**config.mk**
```make
export PLATFORM = sky130hd
export DESIGN_NAME = wdt_policy_bank
export DESIGN_NICKNAME = d
export VERILOG_FILES = /design/src/rtl/wdt_bank_pkg.sv /design/src/rtl/wdt_addr_decode.sv /design/src/rtl/wdt_core_regs.sv /design/src/rtl/wdt_read_mux.sv /design/src/rtl/wdt_policy_bank.sv
export SDC_FILE = /design/constraint.sdc
export NUM_CORES = 1
export LEC_CHECK = 0
export ABC_AREA = 1
export BUFFER_PORTS_ARGS = -buffer_cell sky130_fd_sc_hd__buf_2
export CAP_MARGIN = 10
export CORE_AREA = 2 2 61 63
export DETAILED_ROUTE_END_ITERATION = 12
export DIE_AREA = 0 0 63 65
export PLACE_DENSITY = 0.73
export SYNTH_ARGS = -nofsm -noshare
export SYNTH_HDL_FRONTEND = slang
export SYNTH_SLANG_ARGS = --single-unit
```
**constraint.sdc**
```tcl
create_clock -name clk -period 1.1 [get_ports clk]
set_clock_uncertainty 0.15 [all_clocks]
set_input_delay 0.22 -clock clk [delete_from_list [all_inputs] [get_ports clk]]
set_output_delay 0.22 -clock clk [all_outputs]
set_load 0.02 [all_outputs]
```
**src/rtl/wdt_bank_pkg.sv**
```systemverilog
package wdt_bank_pkg;
  localparam int DATA_W    = 32;
  localparam int STRB_W    = DATA_W / 8;
  localparam int WIN_SHIFT = 5;              // 32-byte window per core
  localparam int WORD_W    = WIN_SHIFT - 2;  // word index inside a window

  localparam logic [WORD_W-1:0] WORD_CTRL = 3'd1;   // byte offset 0x04
  localparam logic [WORD_W-1:0] WORD_LOC  = 3'd2;   // byte offset 0x08

  localparam logic [7:0]  PAUSE_KEY = 8'h76;
  localparam int          KEY_LSB   = 0;
  localparam int          PAUSE_BIT = 8;
  localparam int          STORE_BIT = 9;

  localparam int          LOC_W     = 21;
  localparam int          VER_W     = 3;
  localparam logic [LOC_W-1:0] LOC_BASE = 21'h78300;
  localparam logic [LOC_W-1:0] LOC_STEP = 21'h00100;
  localparam logic [VER_W-1:0] IP_VER   = 3'd0;

  typedef enum logic [1:0] {
    SEL_NONE = 2'd0,
    SEL_CTRL = 2'd1,
    SEL_LOC  = 2'd2
  } reg_sel_e;

  typedef struct packed {
    logic set_pause;
    logic clr_pause;
    logic set_store;
  } ctrl_cmd_t;
endpackage

```
**src/rtl/wdt_addr_decode.sv**
```systemverilog
module wdt_addr_decode
  import wdt_bank_pkg::*;
#(
  parameter int NUM_CORES = 4,
  parameter int ADDR_W    = 10,
  localparam int IDX_W    = ADDR_W - WIN_SHIFT
) (
  input  logic [ADDR_W-1:0] addr,
  output logic [IDX_W-1:0]  core_idx,
  output reg_sel_e          sel,
  output logic              hit
);
  localparam logic [IDX_W:0] CORE_LIMIT = (IDX_W+1)'(NUM_CORES);

  logic [WORD_W-1:0] word;
  logic              aligned;
  logic              in_range;

  always_comb begin
    core_idx = addr[ADDR_W-1:WIN_SHIFT];
    word     = addr[WIN_SHIFT-1:2];
    aligned  = (addr[1:0] == 2'b00);
    in_range = ({1'b0, core_idx} < CORE_LIMIT);
    if (!aligned || !in_range)  sel = SEL_NONE;
    else if (word == WORD_CTRL) sel = SEL_CTRL;
    else if (word == WORD_LOC)  sel = SEL_LOC;
    else                        sel = SEL_NONE;
    hit = (sel != SEL_NONE);
  end
endmodule

```
**src/rtl/wdt_core_regs.sv**
```systemverilog
module wdt_core_regs
  import wdt_bank_pkg::*;
(
  input  logic      clk,
  input  logic      rst,
  input  ctrl_cmd_t cmd,
  input  logic      pwr_active,
  output logic      paused,
  output logic      store_en
);
  // clear beats the key on a combined write
  always_ff @(posedge clk) begin
    if (rst) begin
      paused <= 1'b0;
    end else if (cmd.clr_pause) begin
      paused <= 1'b0;
    end else if (cmd.set_pause) begin
      paused <= 1'b1;
    end
  end

  // loss of power beats a software set
  always_ff @(posedge clk) begin
    if (rst) begin
      store_en <= 1'b0;
    end else if (!pwr_active) begin
      store_en <= 1'b0;
    end else if (cmd.set_store) begin
      store_en <= 1'b1;
    end
  end
endmodule

```
**src/rtl/wdt_read_mux.sv**
```systemverilog
module wdt_read_mux
  import wdt_bank_pkg::*;
#(
  parameter int NUM_CORES = 4,
  parameter int IDX_W     = 5
) (
  input  logic [IDX_W-1:0]     core_idx,
  input  reg_sel_e             sel,
  input  logic [NUM_CORES-1:0] paused,
  input  logic [NUM_CORES-1:0] store_en,
  output logic [DATA_W-1:0]    word
);
  logic             cur_pause;
  logic             cur_store;
  logic [LOC_W-1:0] loc;

  always_comb begin
    cur_pause = 1'b0;
    cur_store = 1'b0;
    for (int c = 0; c < NUM_CORES; c++) begin
      if (core_idx == IDX_W'(c)) begin
        cur_pause = paused[c];
        cur_store = store_en[c];
      end
    end
    loc  = LOC_BASE + LOC_STEP * LOC_W'(core_idx);
    word = '0;
    case (sel)
      SEL_CTRL: begin
        word[PAUSE_BIT] = cur_pause;
        word[STORE_BIT] = cur_store;
      end
      SEL_LOC: begin
        word[LOC_W-1:0]           = loc;
        word[LOC_W+VER_W-1:LOC_W] = IP_VER;
      end
      default: word = '0;
    endcase
  end
endmodule

```
**src/rtl/wdt_policy_bank.sv**
```systemverilog
module wdt_policy_bank
  import wdt_bank_pkg::*;
#(
  parameter int NUM_CORES = 4,
  parameter int ADDR_W    = 10
) (
  input  logic                 clk,
  input  logic                 rst,
  input  logic                 bus_wr_en,
  input  logic                 bus_rd_en,
  input  logic [ADDR_W-1:0]    bus_addr,
  input  logic [31:0]          bus_wdata,
  input  logic [3:0]           bus_wstrb,
  output logic [31:0]          bus_rdata,
  input  logic [NUM_CORES-1:0] pwr_active_i,
  output logic [NUM_CORES-1:0] pause_o,
  output logic [NUM_CORES-1:0] store_en_o
);
  localparam int IDX_W = ADDR_W - WIN_SHIFT;

  logic [IDX_W-1:0]  core_idx;
  reg_sel_e          sel;
  logic              hit;
  logic              ctrl_wr;
  ctrl_cmd_t         base_cmd;
  logic [DATA_W-1:0] rd_word;
  logic              unused_bits;

  assign unused_bits = ^{bus_wdata[DATA_W-1:STORE_BIT+1], bus_wstrb[STRB_W-1:2]};

  wdt_addr_decode #(
    .NUM_CORES (NUM_CORES),
    .ADDR_W    (ADDR_W)
  ) u_decode (
    .addr     (bus_addr),
    .core_idx (core_idx),
    .sel      (sel),
    .hit      (hit)
  );

  always_comb begin
    ctrl_wr            = bus_wr_en && hit && (sel == SEL_CTRL);
    base_cmd.set_pause = bus_wstrb[0] && (bus_wdata[KEY_LSB+7:KEY_LSB] == PAUSE_KEY);
    base_cmd.clr_pause = bus_wstrb[1] && bus_wdata[PAUSE_BIT];
    base_cmd.set_store = bus_wstrb[1] && bus_wdata[STORE_BIT];
  end

  for (genvar c = 0; c < NUM_CORES; c++) begin : g_core
    ctrl_cmd_t core_cmd;
    logic      mine;

    assign mine     = ctrl_wr && (core_idx == IDX_W'(c));
    assign core_cmd = mine ? base_cmd : '0;

    wdt_core_regs u_regs (
      .clk        (clk),
      .rst        (rst),
      .cmd        (core_cmd),
      .pwr_active (pwr_active_i[c]),
      .paused     (pause_o[c]),
      .store_en   (store_en_o[c])
    );
  end

  wdt_read_mux #(
    .NUM_CORES (NUM_CORES),
    .IDX_W     (IDX_W)
  ) u_rmux (
    .core_idx (core_idx),
    .sel      (sel),
    .paused   (pause_o),
    .store_en (store_en_o),
    .word     (rd_word)
  );

  always_ff @(posedge clk) begin
    if (rst)            bus_rdata <= '0;
    else if (bus_rd_en) bus_rdata <= rd_word;
    else                bus_rdata <= '0;
  end
endmodule

```
### Yosys cells after proc, flatten, opt, wreduce, memory -nomap -nowiden

Index checks and enable logic that the tools add are counted.

* bits of input ports: 54
* logic and storage cells: 68
* output and inout bits: 40
* register bits after elaboration: 40

* eq/ne operators: 8
* add/sub/neg operators: 1
* bitwise logic cells: 6
* reduce and logical (&&, ||, !) cells: 25
* order comparisons: 1
* muxes and demuxes: 16

Operators with widths (count)
* adder 19 x 13 -> 20 bit (first input constant): 1
* OR reduction 2 bit: 9
* two-way mux 3 bit: 4
* equality test 5 x 2 -> 1 bit (second input constant): 2
* logical AND 1 bit: 9
* equality test 8 x 7 -> 1 bit (second input constant): 1
* two-way mux 1 bit: 8
* two-way mux 2 bit: 3
* inverter 1 bit: 6
* equality test 5 x 1 -> 1 bit (second input constant): 1
* logical NOT 5 bit: 1
* < comparator 5 x 3 -> 1 bit (second input constant): 1
* case mux 2 bit (2 select lines): 1
* equality test 3 x 1 -> 1 bit (second input constant): 1
* equality test 3 x 2 -> 1 bit (second input constant): 1
* OR reduction 3 bit: 1
* equality test 2 x 1 -> 1 bit (second input constant): 1
* equality test 2 bit (second input constant): 1
* logical NOT 1 bit: 2
* logical NOT 2 bit: 1
* nonzero test 2 bit: 1
* logical OR 1 bit: 1

### Logic depth before layout (Yosys ltp)

Gate-level depths: netlist of run 1.

* depth in word-level cells: 10
* mapped depth: 10

### Hierarchy

Synthesis of run 1 repeated with hierarchy kept, for this count alone.

* cell total of the unflattened synthesis: 284
* area total of the unflattened synthesis: 1984.4 sq um

By module, submodules not included
* wdt_policy_bank: area each 1077.3 sq um, times used 1, cells each 141
* wdt_read_mux: area each 531.8 sq um, times used 1, cells each 87
* wdt_core_regs: area each 70.1 sq um, times used 4, cells each 10
* wdt_addr_decode: area each 95.1 sq um, times used 1, cells each 16

### Worst setup path after synthesis of run 1

Ideal clock, no wire load.

* path type: in2reg
* start: input port bus_addr[5]
* end: register g_core[2].u_regs.paused
* setup time: 64 ps
* required time: 886 ps
* cell stages on the path: 8
* arrival: 962 ps
* path slack: -76 ps
* cells stage by stage: inv_1 > ha_1 > inv_1 > nor2_1 > nand3_1 > nor2_1 > nor2_1 > nor2_1

* cells in the longest elaborated chain, start to end: 10
* elaborated cells between the ends (all ways): 12
* classes of those cells: order compare: 1; eq/ne: 2; mux: 2; reduce/logical: 7

RTL lines
* start, declared: RTL line wdt_policy_bank.sv:11 `input logic [ADDR_W-1:0] bus_addr,`
* < comparator 5 x 3 -> 1 bit: RTL line wdt_addr_decode.sv:23 `in_range = ({1'b0, core_idx} < CORE_LIMIT);`
* logical NOT 1 bit: RTL line wdt_addr_decode.sv:24 `if (!aligned || !in_range) sel = SEL_NONE;`
* logical OR 1 bit: RTL line wdt_addr_decode.sv:24
* two-way mux 2 bit: RTL line wdt_addr_decode.sv:24
* nonzero test 2 bit: RTL line wdt_addr_decode.sv:28 `hit = (sel != SEL_NONE);`
* logical AND 1 bit (2 in a row): RTL line wdt_policy_bank.sv:42 `ctrl_wr = bus_wr_en && hit && (sel == SEL_CTRL);`
* logical AND 1 bit *: RTL line wdt_policy_bank.sv:52 `assign mine = ctrl_wr && (core_idx == IDX_W'(c));`
* two-way mux 3 bit *: RTL line wdt_policy_bank.sv:53 `assign core_cmd = mine ? base_cmd : '0;`
* OR reduction 2 bit (no source line)
* end signal, assigned: RTL line wdt_core_regs.sv:14 `paused <= 1'b0;`
* end signal, assigned: RTL line wdt_core_regs.sv:16 `paused <= 1'b0;`
* end signal, assigned: RTL line wdt_core_regs.sv:18 `paused <= 1'b1;`
* end, declared: RTL line wdt_core_regs.sv:8 `output logic paused,`

Every way passes the cells marked *; elsewhere a longest branch is shown, timed or not.
A chain may end at the register's enable or synchronous reset.

==> impl_metrics.toml, run 1 <==
[outcome]
outcome = "finished, violations left"
violations = "setup timing"

[synthesis]
synthSimpleGateAreaFrac_pct = 33.2
synth_compound_gate_area_share_pct = 2.96
synth_top_area_share_pct = 26.3
syn_area_mm2 = 0.00114
synthDistinctLibCells = 24
async_reset_ff_share_pct = 0
avgSynthCellArea_um2 = 6.83
synth_top_area_cell = "dfxtp_1"
syn_inst = 167
synthMuxAreaShare_pct = 0
synth-xor-area-share_pct = 0.768
synthFlopType = "dfxtp_1"
ys_ff_latch = 15
synth_top_family_by_area = "simple AND/OR/NAND/NOR gates"
ys_seq_area_share_pct = 26.3
synth_common_cells = "buf_4 (33), nand2_1 (33), inv_1 (20), nor2_1 (19), dfxtp_1 (15)"
synth_warnings = 0
synth-adder-area-share_pct = 5.48
synth_area_leaders = "dfxtp_1 (26%), buf_4 (22%), nand2_1 (11%), inv_1 (6.6%), nor2_1 (6.3%)"
synth_edf_count = 0

[drt]
drtAntennaViolNets = 0
drc_errors = 0
drt_iter0_drc = 44
routedWlPerCell_um = 9.61
vias = 1125
routed_via_density = 4.03
dr.pass1.iters = 4
wl_um = 2680

[clock_tree]
clockBufferDepth = 2
numCtsBuffers = 3
clockRootBuffer = "clkbuf_4"
cts_tree = "yes"
clock_latency_ns = 0.29
cts_num_sinks = 15
htree_levels = 1
clkSlewWorstSetupHoldPaths_ns = 0.09

[sta]
slew_violations = 0
min_period_ns = 1.15
timing.setup.tns_ns = -0.393
finalCritPeriodShare_pct = 105
fin_ws_ns = -0.0545
rsz0062_at_grt = "true"
setup_viol = 18
fin_hold_ws_ns = 0.146
fmax_ghz = 0.866
finalHoldViolCount = 0

[finish]
nets = 291
diodes = 0
syn_to_final_growth_pct = 50.1
utilization_pct = 49.0
drive_gt1_share_pct = 51.5
fillers = 366

[worst_hold_path]
hold_class = "input pin to flop"

[critical_path]
cp_cell_sequence = "buf_4"
end_kind = "primary output"
slowest_stage = "dfxtp_2"
crit_path_max_incr_delay_ns = 0.35
arrival_ns = 0.78
cp_top_family = "flip-flops"
critPathBufInv = 1
critPathLaunchType = "flop"
critical_path_class = "flop to primary output"
cp_data_required_time_ns = 0.73
critical_path_peak_fanout = 4

[pwr]
power_frac_clock_pct = 27.8
power.switching_w = 0.000371
internal-power_w = 0.000794
ir_worst_vdd_mv = 0.353
swShare_pct = 31.9
pwr-share-seq_pct = 47.4
combPwrFrac_pct = 24.9
p_leak_nw = 0.850
p_per_area_mw_per_mm2 = 680

[floorplanning]
rows = 22
die_h_um = 65
num_io_pins = 94
fp.dieW_um = 63
initial_utilization_pct = 32.6
die-area_mm2 = 0.00410
core_mm2 = 0.00350

[placed_design]
hpwl_um = 1930
dpl_worst_slack_ns = -0.337
gp_congestion = 0.857
port_buffers = 47

[global_routing]
antenna_found_initial = 0
grt_pass1_wl_um = 4310
overflow = 0
first_global_vias = 1039
grt_max_degree = 13
grt_use_total_pct = 13.2

[flow_run]
max_cap_viol_count = 0
[logic make-up (layout without fill, tap and decap cells)]
group                      count (synthesis)  count (layout)
AOI/OAI and AO/OA                          6               6
DFF                                       15              15
buffers and inverters                     58              98
and+or+nand+nor                           81              81
xor gates and xnor gates                   1               1
other                                      1              25
adders and majority gates                  5               5
[area by class of cell]
cell class	instances	area, um^2	share of cell area [%]
clock inverters	1	5.00	0.292
inverters	23	91.3	5.33
well taps	48	60.1	3.51
multi-input cells	118	672	39.2
repair buffers	71	543	31.7
flip-flops and latches	15	319	18.6
clock buffers	3	22.5	1.31
[repair_timing]
| item | CTS | global route |
|---|---|---|
| pin swaps | 1 | 16 |
| buffers inserted | 9 | 3 |
| hold buffers | 4 | 0 |
| setup endpoints to repair | 19 | 27 |
| hold endpoints to repair | 4 | 0 |
| resized for setup | 46 | 26 |
[cell usage in the layout (no fill, tap or decap), types with 6 or more instances in the layout]
master,instances
nand2_1,32
buf_2,27
conb_1,25
buf_4,22
buf_6,18
inv_1,15
dfxtp_2,15
nor2_1,14
nand4_1,9
nor2_4,8
nor2_2,6
[final timing paths]
path	to	from	slack [ns]	cells past startpoint
setup / recovery	bus_rdata[15]	bus_rdata[17]$_SDFF_PP0_	-0.05	1
hold / removal	g_core[1].u_regs.store_en$_SDFFE_PP0P_	bus_wr_en	0.15	3
setup reg to reg	bus_rdata[8]$_SDFF_PP0_	g_core[0].u_regs.paused$_SDFFE_PP0P_	0	9
hold reg to reg	g_core[2].u_regs.store_en$_SDFFE_PP0P_	g_core[2].u_regs.store_en$_SDFFE_PP0P_	0.34	2
[state kept, by name (all words and copies together), names as in the netlist]
| name | cells |
|---|---|
| g_core.u_regs.store_en | 4 |
| bus_rdata | 7 |
| g_core.u_regs.paused | 4 |
[per-stage QoR]
stage	cells	instance area [um^2]	total power (W)
2_1_floorplan	191	1260	0.000769
3_3_place_gp	259	1350	0.000798
3_5_place_dp	259	1350	0.000801
4_1_cts	276	1600	0.00113
5_1_grt	279	1710	0.00123
6_report	279	1710	0.00116
[layer usage]
metal  wire length [um]  GRT usage [%]  vias to the layer above
met2               1500           26.7                       50
met5                  0              0                        -
met1               1000           13.4                      493
li1                   -              -                      580
met4                 18           5.00                        0
met3                167           1.74                        2
[power by group through the flow]
stage | sequential [W] | combinational, W | clock [W]
floorplan | 0.000570 | 0.000199 | 0
global route | 0.000553 | 0.000319 | 0.000359
detailed placement | 0.000562 | 0.000239 | 0
finish | 0.000552 | 0.000290 | 0.000323
global placement | 0.000562 | 0.000236 | 0
CTS | 0.000551 | 0.000258 | 0.000323
No activity file was read; power rests on OpenSTA's default activity.
==> run 2: changes to the inputs <==
--- a/config.mk
+++ b/config.mk
@@ -11,7 +11,7 @@
 export CORE_AREA = 2 2 61 63
 export DETAILED_ROUTE_END_ITERATION = 12
 export DIE_AREA = 0 0 63 65
-export PLACE_DENSITY = 0.73
+export PLACE_DENSITY = 0.71
 export SYNTH_ARGS = -nofsm -noshare
 export SYNTH_HDL_FRONTEND = slang
 export SYNTH_SLANG_ARGS = --single-unit
==> constraint.sdc (replaced) <==
create_clock -name clk -period 1.5 [get_ports clk]
set_clock_uncertainty 0.15 [all_clocks]
set_input_delay 0.3 -clock clk [delete_from_list [all_inputs] [get_ports clk]]
set_output_delay 0.3 -clock clk [all_outputs]
set_load 0.02 [all_outputs]
==> impl_metrics.toml, run 2 (synthesis gave the netlist of run 1 again) <==
[outcome]
outcome = "complete, no violations"

[sta]
fin_hold_ws_ns = 0.0872
setup_viol = 0
finalHoldViolCount = 0
rsz0062_at_grt = "false"
min_period_ns = 1.30
slew_violations = 0
fmax_ghz = 0.772
finalCritPeriodShare_pct = 86.4

[critical_path]
cp_data_required_time_ns = 1.05
slowest_stage = "dfxtp_1"
critical_path_class = "flop to primary output"
path_depth = 1
cp_top_family = "flip-flops"
critical_path_peak_fanout = 3
arrival_ns = 0.85
rrSetupSlack_ns = 0.48
critPathLaunchType = "flop"
timing.rr.start = "g_core[0].u_regs.paused$_SDFFE_PP0P_"
end_kind = "primary output"
critPathBufInv = 1
crit_start = "g_core[3].u_regs.paused$_SDFFE_PP0P_"
rr_worst_depth = 8
cp_cell_sequence = "buf_2"
crit_path_max_incr_delay_ns = 0.38

[placed_design]
port_buffers = 47
hpwl_um = 1820
gp_congestion = 0.820
dp_cells = 257
placed_area_mm2 = 0.00132

[pwr]
p_per_area_mw_per_mm2 = 590
ir_worst_vdd_mv = 0.233
p_leak_nw = 0.733
total_power_w = 0.000794

[global_routing]
first_global_vias = 886
grt_pass1_wl_um = 3570
antenna_found_initial = 0
grt_max_degree = 14
overflow = 0
grt_use_total_pct = 10.9

[drt]
drtAntennaViolNets = 0
wl_um = 2150
vias = 1021
drc_errors = 0
routed_via_density = 3.91
routedWlPerCell_um = 8.22
dr.pass1.iters = 4
drt_iter0_drc = 79

[floorplanning]
die_h_um = 65
die-area_mm2 = 0.00410
rows = 22
core_mm2 = 0.00350
initial_utilization_pct = 32.6
num_io_pins = 94
fp.dieW_um = 63

[finish]
largest_reg_flops = 7
layout.cells.non_filler = 261
nets = 273
final_cell_mix = "buf_2 (47), nand2_1 (33), conb_1 (25), inv_1 (20), nor2_1 (19)"
syn_to_final_growth_pct = 17.9
diodes = 0
final_common_cell = "buf_2"
drive_gt1_share_pct = 33.8
top_register = "bus_rdata"
fin_area_mm2 = 0.00135
reg_top3 = "bus_rdata x7, g_core.u_regs.paused x4, g_core.u_regs.store_en x4"

[clock_tree]
numCtsBuffers = 3
htree_levels = 1
post-cts-setup-buffers = 0
clkSlewWorstSetupHoldPaths_ns = 0.09
cts_tree = "yes"
clockBufferDepth = 2
cts_num_sinks = 15
cts_resized = 0
clockRootBuffer = "clkbuf_4"
ctsHoldBuffers = 0
clock_latency_ns = 0.28

[worst_hold_path]
holdPathStages = 3
hold_class = "input pin to flop"
min_from = "pwr_active_i[1]"

[flow_run]
max_cap_viol_count = 0
-- run 2: final cells by class --
class | count | area, um^2
timing repair buffer | 53 | 293
fill | 389 | 2150
inverter | 23 | 86.3
clock inverter | 1 | 5.00
tap | 48 | 60.1
clock buffer | 3 | 22.5
sequential | 15 | 300
multi-input combinational | 118 | 578
-- run 2: final timing paths --
kind | endpoint
hold reg to reg | g_core[1].u_regs.store_en$_SDFFE_PP0P_
hold / removal | g_core[1].u_regs.store_en$_SDFFE_PP0P_
setup reg to reg | bus_rdata[8]$_SDFF_PP0_
setup / recovery | pause_o[3]
-- run 2: report_power, final --
part	internal [W]	total, W	switching, W
clock network	0.0000988	0.000225	0.000127
logic	0.0000525	0.000166	0.000113
registers	0.000402	0.000403	0.000000706
-- run 2: layer usage --
| layer | wire, um | up-vias | GRT usage [%] |
|---|---|---|---|
| met5 | 0 | - | 0 |
| met4 | 0 | 0 | 3.33 |
| met3 | 166 | 0 | 2.43 |
| met2 | 1060 | 39 | 19.8 |
| met1 | 919 | 439 | 12.6 |
| li1 | - | 543 | - |
-- run 2: stage by stage --
stage	TNS [ns]	setup WS, ns	util (%)
2_1_floorplan	0	0.244	-
6_report	0	0.204	38.5
5_1_grt	0	0.151	38.5
4_1_cts	0	0.203	38.5
3_5_place_dp	-0.0430	-0.0375	37.7
3_3_place_gp	-0.0165	-0.0165	37.7
==> run 3: changes to the inputs <==
--- a/config.mk
+++ b/config.mk
@@ -8,10 +8,11 @@
 export ABC_AREA = 1
 export BUFFER_PORTS_ARGS = -buffer_cell sky130_fd_sc_hd__buf_2
 export CAP_MARGIN = 10
-export CORE_AREA = 2 2 61 63
+export CORE_AREA = 2 2 79 81
 export DETAILED_ROUTE_END_ITERATION = 12
-export DIE_AREA = 0 0 63 65
-export PLACE_DENSITY = 0.71
+export DIE_AREA = 0 0 81 83
+export PLACE_DENSITY = 0.62
 export SYNTH_ARGS = -nofsm -noshare
 export SYNTH_HDL_FRONTEND = slang
+export SYNTH_HIERARCHICAL = 1
 export SYNTH_SLANG_ARGS = --single-unit
==> impl_metrics.toml, run 3 <==
[outcome]
outcome = "complete, no violations"

[critical_path]
crit_start = "bus_addr[8]"
r2r-end = "bus_rdata[9]$_SDFF_PP0_"
critical_path_class = "input pin to flop"
critical_path_peak_fanout = 7
arrival_ns = 1.47
critPathLaunchType = "input pin"
timing.rr.start = "g_core[1].u_regs/store_en$_SDFFE_PP0P_"
end_kind = "flop"
rr_worst_depth = 10
crit_end = "bus_rdata[9]$_SDFF_PP0_"
cp_data_required_time_ns = 1.57
rrSetupSlack_ns = 0.26

[floorplanning]
initial_utilization_pct = 34.1
num_io_pins = 94
die-area_mm2 = 0.00672
fp.dieW_um = 81
rows = 28
die_h_um = 83
core_mm2 = 0.00582

[finish]
top_register = "bus_rdata"
largest_reg_flops = 32
fillers = 614
final_cell_mix = "nor2_1 (71), buf_2 (69), inv_1 (52), dfxtp_1 (40), nand2_1 (30)"
drive_gt1_share_pct = 33.0
syn_to_final_growth_pct = 30.1
layout.cells.non_filler = 436
diodes = 0
reg_top3 = "bus_rdata x32, g_core.u_regs/paused x4, g_core.u_regs/store_en x4"
utilization_pct = 44.4
final_common_cell = "nor2_1"
nets = 421

[placed_design]
dpl_worst_slack_ns = -0.272
port_buffers = 69
dp_cells = 428
hpwl_um = 2900
gp_congestion = 0.810

[synthesis]
synth_edf_count = 0
avgSynthCellArea_um2 = 6.99
yosysMostFrequentCell = "nor2_1"
synth_area_leaders = "dfxtp_1 (40%), nor2_1 (14%), buf_4 (12%), inv_1 (10%), nand2_1 (5.9%)"
ys_seq_area_share_pct = 40.4
synth_top_area_cell = "dfxtp_1"
synth_common_cells = "nor2_1 (75), inv_1 (55), dfxtp_1 (40), buf_4 (33), nand2_1 (31)"
synth_top_area_share_pct = 40.4
synthFlopType = "dfxtp_1"
syn_area_mm2 = 0.00198
synthDistinctLibCells = 20
syn_inst = 284
ys_ff_latch = 40
synth_warnings = 6
async_reset_ff_share_pct = 0

[sta]
finalCritPeriodShare_pct = 93.0
rsz0062_at_grt = "true"
fmax_ghz = 0.717
setup_viol = 0
finalHoldViolCount = 0
slew_violations = 0
timing.setup.tns_ns = 0
min_period_ns = 1.39
fin_ws_ns = 0.105
fin_hold_ws_ns = 0.0756

[pwr]
p_leak_nw = 1.25
ir_worst_vdd_mv = 0.611
p_per_area_mw_per_mm2 = 982
power.switching_w = 0.000522
pwr-share-seq_pct = 43.0
internal-power_w = 0.00201
power_frac_clock_pct = 47.4
combPwrFrac_pct = 9.6
swShare_pct = 20.6

[clock_tree]
clockRootBuffer = "clkbuf_8"
post-cts-setup-buffers = 0
clock_latency_ns = 0.28
htree_levels = 2
clkSlewWorstSetupHoldPaths_ns = 0.08
numCtsBuffers = 5
clockBufferDepth = 2
cts_tree = "yes"
cts_num_sinks = 40
ctsHoldBuffers = 0

[global_routing]
first_global_vias = 1514
grt_max_degree = 15
grt_pass1_wl_um = 6190
overflow = 0
antenna_found_initial = 0
grt_use_total_pct = 11.6

[drt]
dr.pass1.iters = 4
routedWlPerCell_um = 8.17
drc_errors = 0
drt_iter0_drc = 41
vias = 1660
drtAntennaViolNets = 0
routed_via_density = 3.81
wl_um = 3560

[worst_hold_path]
hold_class = "input pin to flop"

[flow_run]
max_cap_viol_count = 0
## run 3: cell count changes after synthesis, moves of 3 or more
cell,previous run,this run
nand4_1,9,3
inv_2,2,9
nand3_1,5,9
dfxtp_1,15,40
nor2_1,19,75
o21ai_0,1,4
nor2_2,8,2
inv_1,20,55
## run 3: worst min path at each step
stage	from	end	depth (start not counted)
4_1_cts	pwr_active_i[1]	g_core[1].u_regs/store_en$_SDFFE_PP0P_	3
5_1_grt	pwr_active_i[3]	g_core[3].u_regs/store_en$_SDFFE_PP0P_	3
3_5_place_dp	g_core[2].u_regs/paused$_SDFFE_PP0P_	g_core[2].u_regs/paused$_SDFFE_PP0P_	2
2_1_floorplan	pwr_active_i[0]	g_core[0].u_regs/store_en$_SDFFE_PP0P_	2
6_report	pwr_active_i[1]	g_core[1].u_regs/store_en$_SDFFE_PP0P_	3
3_3_place_gp	g_core[2].u_regs/store_en$_SDFFE_PP0P_	g_core[2].u_regs/store_en$_SDFFE_PP0P_	2
## run 3: per-stage QoR
stage	total power [W]	instance area, um^2
4_1_cts	0.00257	2560
6_report	0.00253	2580
5_1_grt	0.00266	2580
2_1_floorplan	0.00131	2130
3_3_place_gp	0.00135	2400
3_5_place_dp	0.00136	2400
## run 3: power groups by stage
stage	Sequential [W]	Combinational, W	Clock (W)
2_1_floorplan	0.00115	0.000166	0
4_1_cts	0.00109	0.000241	0.00124
5_1_grt	0.00109	0.000279	0.00129
6_report	0.00109	0.000244	0.00120
3_3_place_gp	0.00111	0.000239	0
3_5_place_dp	0.00111	0.000241	0
## run 3: logic make-up (layout without fill, tap and decap cells)
family          after synthesis  in the layout  share of synthesized area, %
compound gates               13             13                          3.78
flops                        40             40                          40.4
buf+inv                      97            153                          24.6
simple gates                126            126                          26.7
other cells                   1             22                         0.189
fa+ha+maj                     7              7                          4.41
## run 3: layer usage
layer | wire length, um | vias to the layer above | global-route usage, %
met4 | 40 | 0 | 3.70
met2 | 1670 | 41 | 19.7
met5 | 0 | - | 0
met1 | 1620 | 696 | 13.4
met3 | 236 | 5 | 3.80
li1 | - | 918 | -
## run 3: cell type report
| class | count | area (um^2) | share of cell area [%] |
|---|---|---|---|
| Clock inverter | 3 | 90.1 | 3.49 |
| Timing Repair Buffer | 81 | 435 | 16.9 |
| Inverter | 64 | 248 | 9.59 |
| Multi-Input combinational cell | 168 | 846 | 32.8 |
| Sequential cell | 40 | 801 | 31.0 |
| Tap cell | 75 | 93.8 | 3.63 |
| Clock buffer | 5 | 68.8 | 2.66 |
## run 3: repair_timing
action                                 CTS  global route
setup endpoints to repair                0             8
resized for setup                        0             6
endpoints found under the hold margin    0             0
## run 3: worst max-delay path, cell delays in order
cell     delay, ns
buf_2         0.12
nor2_4        0.11
nand3_4       0.11
nor2_4        0.15
ha_4          0.18
inv_1         0.04
or2_4         0.22
a21oi_2       0.12
inv_1         0.05
nor2_1        0.07
